$ cat src/rtl/mlpwm_pkg.sv
package mlpwm_pkg;

  // Strobes from the ramp control to the datapath carrier register
  typedef struct packed {
    logic stepUp;
    logic stepDown;
    logic clear;
  } carrierCmd_t;

  typedef enum logic {
    DIR_UP   = 1'b0,
    DIR_DOWN = 1'b1
  } rampDir_t;

endpackage

$ cat src/rtl/mlpwm_ramp_ctrl.sv
module mlpwm_ramp_ctrl
  import mlpwm_pkg::*;
(
  input  logic        clk,
  input  logic        rstN,
  input  logic        atTop,
  input  logic        atBottom,
  input  logic        peakZero,
  output carrierCmd_t cmd
);

  rampDir_t dirQ;
  rampDir_t dirD;

  always_comb begin
    cmd  = '0;
    dirD = dirQ;
    if (peakZero) begin
      cmd.clear = 1'b1;
      dirD      = DIR_UP;
    end else if (dirQ == DIR_UP) begin
      if (atTop) begin
        cmd.stepDown = 1'b1;
        dirD         = DIR_DOWN;
      end else begin
        cmd.stepUp = 1'b1;
      end
    end else begin
      if (atBottom) begin
        cmd.stepUp = 1'b1;
        dirD       = DIR_UP;
      end else begin
        cmd.stepDown = 1'b1;
      end
    end
  end

  always_ff @(posedge clk) begin
    if (!rstN) dirQ <= DIR_UP;
    else       dirQ <= dirD;
  end

endmodule

$ cat src/rtl/mlpwm_datapath.sv
module mlpwm_datapath
  import mlpwm_pkg::*;
#(
  parameter int REF_W = 12,
  parameter int CAR_W = 10
) (
  input  logic                    clk,
  input  logic                    rstN,
  input  logic signed [REF_W-1:0] refSample,
  input  logic        [CAR_W-1:0] carrierPeak,
  input  carrierCmd_t             cmd,
  output logic                    atTop,
  output logic                    atBottom,
  output logic                    peakZero,
  output logic        [CAR_W-1:0] carrierNow,
  output logic        [6:0]       gates,
  output logic signed [2:0]       level
);

  localparam int BAND_W = CAR_W + 2;
  localparam int CMP_W  = (REF_W > BAND_W) ? REF_W : BAND_W;
  localparam int NBANDS = 3;

  logic [CAR_W-1:0] triQ;
  logic [REF_W-1:0] magRaw;
  logic [CMP_W-1:0] magW;
  logic [CMP_W-1:0] bandEdge [NBANDS];
  logic [NBANDS-1:0] passD;
  logic [NBANDS-1:0] passQ;   // {C,B,A}
  logic              posQ;    // D

  // Carrier register
  always_ff @(posedge clk) begin
    if (!rstN)             triQ <= '0;
    else if (cmd.clear)    triQ <= '0;
    else if (cmd.stepUp)   triQ <= triQ + 1'b1;
    else if (cmd.stepDown) triQ <= triQ - 1'b1;
  end

  assign atTop      = (triQ >= carrierPeak);
  assign atBottom   = (triQ == '0);
  assign peakZero   = (carrierPeak == '0);
  assign carrierNow = triQ;

  // Rectified reference
  assign magRaw = refSample[REF_W-1] ? (~refSample + 1'b1) : refSample;
  assign magW   = CMP_W'(magRaw);

  // Stacked carriers and band comparisons
  genvar gi;
  generate
    for (gi = 0; gi < NBANDS; gi++) begin : g_band
      if (gi == 0) begin : g_base
        assign bandEdge[gi] = CMP_W'(triQ);
      end else begin : g_stack
        assign bandEdge[gi] = bandEdge[gi-1] + CMP_W'(carrierPeak);
      end
      assign passD[gi] = (magW >= bandEdge[gi]);
    end
  endgenerate

  always_ff @(posedge clk) begin
    if (!rstN) begin
      passQ <= '0;
      posQ  <= 1'b0;
    end else begin
      passQ <= passD;
      posQ  <= ~refSample[REF_W-1];
    end
  end

  // Gate equations over the registered bits
  logic bA, bB, bC, bD;
  logic [6:0] gateD;
  logic [1:0] bandCount;
  logic signed [2:0] levelD;

  assign bA = passQ[0];
  assign bB = passQ[1];
  assign bC = passQ[2];
  assign bD = posQ;

  always_comb begin
    gateD[0] = (bB & ~bC & bD) | (bA & ~bB & ~bD);
    gateD[1] = bD & (bC | bB);
    gateD[2] = (bA & ~bB & bD) | (bB & ~bC & ~bD);
    gateD[3] = ~bA | (bD & (bC | ~bB));
    gateD[4] = (bB & ~bC) | (bD & (bA | bC));
    gateD[5] = ~bA | (bA & ~bB & ~bD) | (bC & ~bD);
    gateD[6] = ~bD & (bB | bC);
    bandCount = {1'b0, bA} + {1'b0, bB} + {1'b0, bC};
    levelD    = bD ? $signed({1'b0, bandCount}) : -$signed({1'b0, bandCount});
  end

  always_ff @(posedge clk) begin
    if (!rstN) begin
      gates <= '0;
      level <= '0;
    end else begin
      gates <= gateD;
      level <= levelD;
    end
  end

endmodule

$ cat src/rtl/mlpwm_gate_top.sv
module mlpwm_gate_top
  import mlpwm_pkg::*;
#(
  parameter int REF_W = 12,
  parameter int CAR_W = 10
) (
  input  logic                    clk,
  input  logic                    rstN,
  input  logic signed [REF_W-1:0] refSample,
  input  logic        [CAR_W-1:0] carrierPeak,
  output logic        [6:0]       gates,
  output logic signed [2:0]       level
);

  carrierCmd_t      cmd;
  logic             atTop;
  logic             atBottom;
  logic             peakZero;
  logic [CAR_W-1:0] carrierNow;

  mlpwm_ramp_ctrl u_ctrl (
    .clk      (clk),
    .rstN     (rstN),
    .atTop    (atTop),
    .atBottom (atBottom),
    .peakZero (peakZero),
    .cmd      (cmd)
  );

  mlpwm_datapath #(.REF_W(REF_W), .CAR_W(CAR_W)) u_dp (
    .clk         (clk),
    .rstN        (rstN),
    .refSample   (refSample),
    .carrierPeak (carrierPeak),
    .cmd         (cmd),
    .atTop       (atTop),
    .atBottom    (atBottom),
    .peakZero    (peakZero),
    .carrierNow  (carrierNow),
    .gates       (gates),
    .level       (level)
  );

endmodule

$ cat config.mk
export PLATFORM = sky130hd
export DESIGN_NAME = mlpwm_gate_top
export DESIGN_NICKNAME = d
export VERILOG_FILES = /design/src/rtl/mlpwm_pkg.sv /design/src/rtl/mlpwm_ramp_ctrl.sv /design/src/rtl/mlpwm_datapath.sv /design/src/rtl/mlpwm_gate_top.sv
export SDC_FILE = /design/constraint.sdc
export NUM_CORES = 1
export LEC_CHECK = 0
export ABC_AREA = 1
export BUFFER_PORTS_ARGS = -buffer_cell sky130_fd_sc_hd__buf_4
export CORE_MARGIN = 1.5
export CORE_UTILIZATION = 58
export CTS_CLUSTER_SIZE = 12
export DETAILED_ROUTE_END_ITERATION = 10
export PLACE_DENSITY = 0.82
export SLEW_MARGIN = 30
export SYNTH_ARGS = -nofsm -noshare
export SYNTH_HDL_FRONTEND = slang
export SYNTH_SLANG_ARGS = --single-unit
$ cat constraint.sdc
create_clock -name clk -period 10 [get_ports clk]
set_input_delay 2.5 -clock clk [delete_from_list [all_inputs] [get_ports clk]]
set_output_delay 2.5 -clock clk [all_outputs]
set_load 0.01 [all_outputs]
* Word level (Yosys, flattened, before mapping)
Index checks and enable logic that the tools add are counted.
Storage, ports and cells: bits in registers 25, bits of input ports 24, output and inout bits 10, word-level logic and storage cells 64
Operators by class: add/sub/neg operators 8, magnitude comparators 4, multiplexer cells 12, bitwise operators 27, reduce and logical (&&, ||, !) cells 6
Operators with widths (number):
- >= comparator 12 bit | 2
- logical NOT 10 bit | 2
- 2-to-1 mux 10 bit | 2
- adder 12 x 1 -> 12 bit, second input constant | 1
- adder 12 x 10 -> 12 bit | 1
- >= comparator 12 x 10 -> 1 bit | 1
- 2-to-1 mux 12 bit | 1
- NOT 12 bit | 1
- adder 10 x 10 -> 11 bit | 1
- AND 1 bit | 11
- adder 10 x 1 -> 10 bit, second input constant | 1
- >= comparator 10 bit | 1
- subtractor 10 x 1 -> 10 bit, second input constant | 1
- bitwise OR 1 bit | 9
- 2-to-1 mux 1 bit | 6
- 2-to-1 mux 2 bit | 3
- NOT 1 bit | 6
- OR reduction 2 bit | 3
- negator 2 -> 3 bit | 1
- adder 1 x 1 -> 2 bit | 1
- adder 2 x 1 -> 2 bit | 1
- nonzero test 2 bit | 1

* Longest topological paths before layout
depth after elaboration 6, depth in mapped cells 25, mapped depth without buffers 25

* Hierarchy
From an unflattened synthesis, not the netlist that was laid out.
Unflattened totals: cell total of the unflattened synthesis 514, area total of the unflattened synthesis 3538.4 µm²
Modules (own cells, without submodules):
- mlpwm_datapath | times used 1, cells each 500, area each 3462.1 µm², seq. area each 480.5 µm²
- mlpwm_ramp_ctrl | times used 1, cells each 14, area each 76.3 µm², seq. area each 20.0 µm²

* Least setup slack after synthesis
OpenSTA, ideal clock, no wires.
path kind in2reg, from input port carrierPeak[0], to register u_dp.passQ[2], setup time 0.109 ns, data arrival time 5.315 ns, data required time 9.891 ns, slack 4.577 ns, stages 20, path buffers 0, cell sequence ha_1 fa_1 a31o_2 xor2_1 inv_1 ha_1 nand2_1 o21ai_0 a21oi_1 o21ai_2 nand3b_1 nand2_1 nand2_1 ha_1 nand2_1 nor2_1 a211oi_1 nand4_1 nand2_1 inv_1
On the way: word-level cells in the longest chain between the ends 3
RTL lines:
- from (decl) | line mlpwm_gate_top.sv:10 | input logic [CAR_W-1:0] carrierPeak,
- adder 10 x 10 -> 11 bit | line mlpwm_datapath.sv:56 | assign bandEdge[gi] = bandEdge[gi-1] + CMP_W'(carrierPeak);
- adder 12 x 10 -> 12 bit (*) | line mlpwm_datapath.sv:56
- >= comparator 12 bit (*) | line mlpwm_datapath.sv:58 | assign passD[gi] = (magW >= bandEdge[gi]);
- to (signal assigned) | line mlpwm_datapath.sv:67 | passQ <= passD;
- to (decl) | line mlpwm_datapath.sv:29 | logic [NBANDS-1:0] passQ;
Mark *: on every way between the ends. The rest lies on a longest branch, timed or not. A chain may end at the register's enable or synchronous reset.

* Worst setup path in the final report
Same ends and word-level chain as after synthesis.

==> run metrics <==
via count=around 3300; H-tree Lvls=1; Post-Route WL=between 8 and 9 mm; setup ws final=4420 ps; # diodes=0; area of the multi-input gates=2640 um^2; Clock Latency Late Sink=about 280 ps; Synth top cells by count=inv_1 (92), nand2_1 (83), ha_1 (76), nor2_1 (42), a21oi_1 (37); worst vdd ir=161 uV; Worst Skew=between 6 and 7 ps; cell area after synthesis=3520 um^2; largest family of logic cells by synthesized area=adder cells; Lkg Pwr=2.14 nW; complex-gate fraction of the synthesized area=14.4%; Synth Register Bits=25; TritonCTS Buffers=3; Synth Flop Type=dfxtp_1; Reg clk slew, reported paths=100 ps; Mapped Nets=602; worst setup path class=in -> reg; post-CTS resize count=0; final hold violation count=0; stages on the worst setup path=21; post-synthesis mux area share=0%; # fillers=530; met1 WL=3.71 mm; Syn Inst Count=498; simple-gate share of the synthesized area=23.3%; per-cell routed wire length=13.4 um; Synth area leader=ha_1; worst path bufs/invs=2; Worst Tran Pin Value=450 ps; Hold Crit Depth=1; Port Buffers=33; top cells by area, synth=ha_1 (27%), dfxtp_1 (14%), inv_1 (9.8%); adder-cell share of the synthesized area=29.3%; met3 routed WL=228 um; uppermost routed layer=met4; share of power burned in registers=14.5%; max_cap viols=0; most common cell in the synthesized netlist=inv_1; Overall Global Routing Usage=between 20% and 30%; largest net degree at the start of global routing=16; WL met2=a little over 4 mm; CTS root buffer=clkbuf_8; status=finished, final reports clean; Switching Power=about 580 uW; initial core utilization=around three fifths; setup TNS=0 ps; number of DRC markers in iteration 0=133; Post-CTS Setup Repair Bufs=0; post-synthesis xor/xnor area fraction=~7.9%; first-pass GRT wire length=13.0 mm; share of Yosys cell area claimed by the top area cell type=a little over a quarter; crit path time final=5580 ps; gr ovfl total=0; CTS tree=done; Post-DP Area=3850 um^2; combinational fraction of design power=79.7%; ys async rst share=0%; Clk network pwr share=5.8%; CP Cell Sequence=buf_4 -> ha_1 -> fa_1 -> nand4_1 -> nand3_2 -> a21oi_4 -> xor2_2 -> ha_1 -> nand2_1 -> nor2_1 -> a211oi_1 -> nand3_1 -> nand2_1 -> nand2_1 -> ha_1 -> nand2_1 -> nor2_1 -> a211oi_1 -> nand4_1 -> nand2_1 -> inv_1; crit share post-route=approximately 56%; non-filler instance count after layout=608; Hold WC Path Type=reg -> reg; Crit path arrival time=5760 ps; max_slew headroom=69.7%; Detailed Routing Iterations Pass 1=4; DRC viols=0; worst-path fanout max=5; antenna viol nets, final=0; Die Ht=80.9 um; CP required=10180 ps; Slew Limit Fails=0; Max Fclk=179 MHz; FF-to-FF path depth=20; hpwl dp=7.01 mm; design area=3890 um^2; # clock sinks=25; Avg Vias per Cell=5.46; crit end category=flip-flop; post-synthesis sequential area ratio=14.2%; switch share=around 53%; Core Rows=28; synth-to-layout area growth=10.7%; vias in the first global route=3097; Synth cell types=38; GP Congestion=0.888; Post-synth EDFFs=0; FF+latch area=500 um^2; Startpoint Class=input port; R2R Path End=u_dp.passQ[2]; CP endpoint=u_dp.passQ[2]; Clock Path Buffers=2; Largest delay share family, worst path=adder cells; DP Cell Count=~600; P_int=510 uW; PD cells=281 nW/um^2; share of layout cells above drive strength 1=between 10% and 20%; slowest stage cell on the critical path=fa_1; reg2reg setup slack=~6400 ps; total core area=5890 um^2; Yosys warnings=0; io pins=34; Worst path max stage delay=between 400 and 500 ps; Die X=around 81 um; Nets=638; CP most frequent cell=nand2_1; die area=6540 um^2; hold_buf cts=0; hold slack=~560 ps; syn avg cell area=7.07 um^2; CP startpoint=carrierPeak[0]; # setup viols final=0; dpl ws=4180 ps; initial antenna violation count=0; r2r startpoint=u_dp.carrierNow[0]; RSZ-0062 raised after global routing=no
==> layout make-up <==
cell class	instances	area share, %
Clock buffer	3	1.06
Clock inverter	1	0.193
Inverter	98	9.44
Multi-Input combinational cell	373	67.7
Sequential cell	25	12.8
Tap cell	75	2.41
Timing Repair Buffer	33	6.36
==> registers in the layout, summed over array words and instances (netlist names) <==
signal,flops
u_dp.level,3
u_ctrl.dirQ,1
u_dp.gates,7
u_dp.bD,1
u_dp.carrierNow,10
u_dp.passQ,3
==> worst reg2reg max path: stages, from the launching register on <==
cell and delay [ps]:
dfxtp_1 400, ha_1 260, fa_1 430, nand4_1 140, nand3_2 120, a21oi_4 190
xor2_2 220, ha_1 300, nand2_1 90, nor2_1 50, a211oi_1 260, nand3_1 160
nand2_1 100, nand2_1 50, ha_1 280, nand2_1 60, nor2_1 40, a211oi_1 170
nand4_1 120, nand2_1 70, inv_1 30
==> cell families (layout without fill, tap and decap cells) <==
family	after synthesis	after routing
AND/OR/NAND/NOR	183	183
flip-flops	25	25
buffers and inverters	100	135
AO/OA/AOI/OAI	81	81
adder cells (fa/ha/maj)	80	80
XOR/XNOR	29	29
==> metrics by stage <==
step                total power, mW  utilization [%]
floorplan                     0.833                -
global placement              0.986             65.3
detailed placement             1.02             65.3
CTS                            1.09             66.2
global route                   1.22             66.2
finish                         1.09             66.2
==> how the worst min path moves through the flow <==
stage	endpoint	startpoint
after floorplan	u_dp.carrierNow[0]	u_dp.carrierNow[0]
after global routing	u_dp.carrierNow[0]	u_dp.carrierNow[0]
after global placement	u_dp.carrierNow[0]	u_dp.carrierNow[0]
after detailed placement	u_dp.carrierNow[0]	u_dp.carrierNow[0]
after CTS	u_dp.carrierNow[0]	u_dp.carrierNow[0]
final	u_dp.carrierNow[0]	u_dp.carrierNow[0]
==> power by group through the flow <==
stage / Clock, mW / Sequential [mW] / Combinational, mW
global placement: 0 / 0.159 / 0.827
detailed placement: 0 / 0.160 / 0.865
CTS: 0.0628 / 0.158 / 0.869
global route: 0.0668 / 0.163 / 0.989
finish: 0.0636 / 0.158 / 0.872
floorplan: 0 / 0.158 / 0.676
==> cells in the final DEF (no fill, tap or decap), drive strengths merged, types with 2 or more instances in the layout <==
master  count
nor3       11
xor2       21
inv        98
nor2       45
clkbuf      3
nand2      87
o21bai      2
nand4      11
o31ai       3
dfxtp      25
o21ai      15
o22ai       6
a21o        3
nand3      25
nand3b      2
o21a        3
a211oi      3
fa          4
ha         76
xnor2       8
a21oi      41
buf        33
a31o        3
==> metal layers <==
metal	up-vias	track usage [%]
li1	1702	-
met3	19	2.47
met2	60	47.7
met1	1537	29.9
met4	0	8.79
met5	-	0
(Power assumes the default switching activity.)
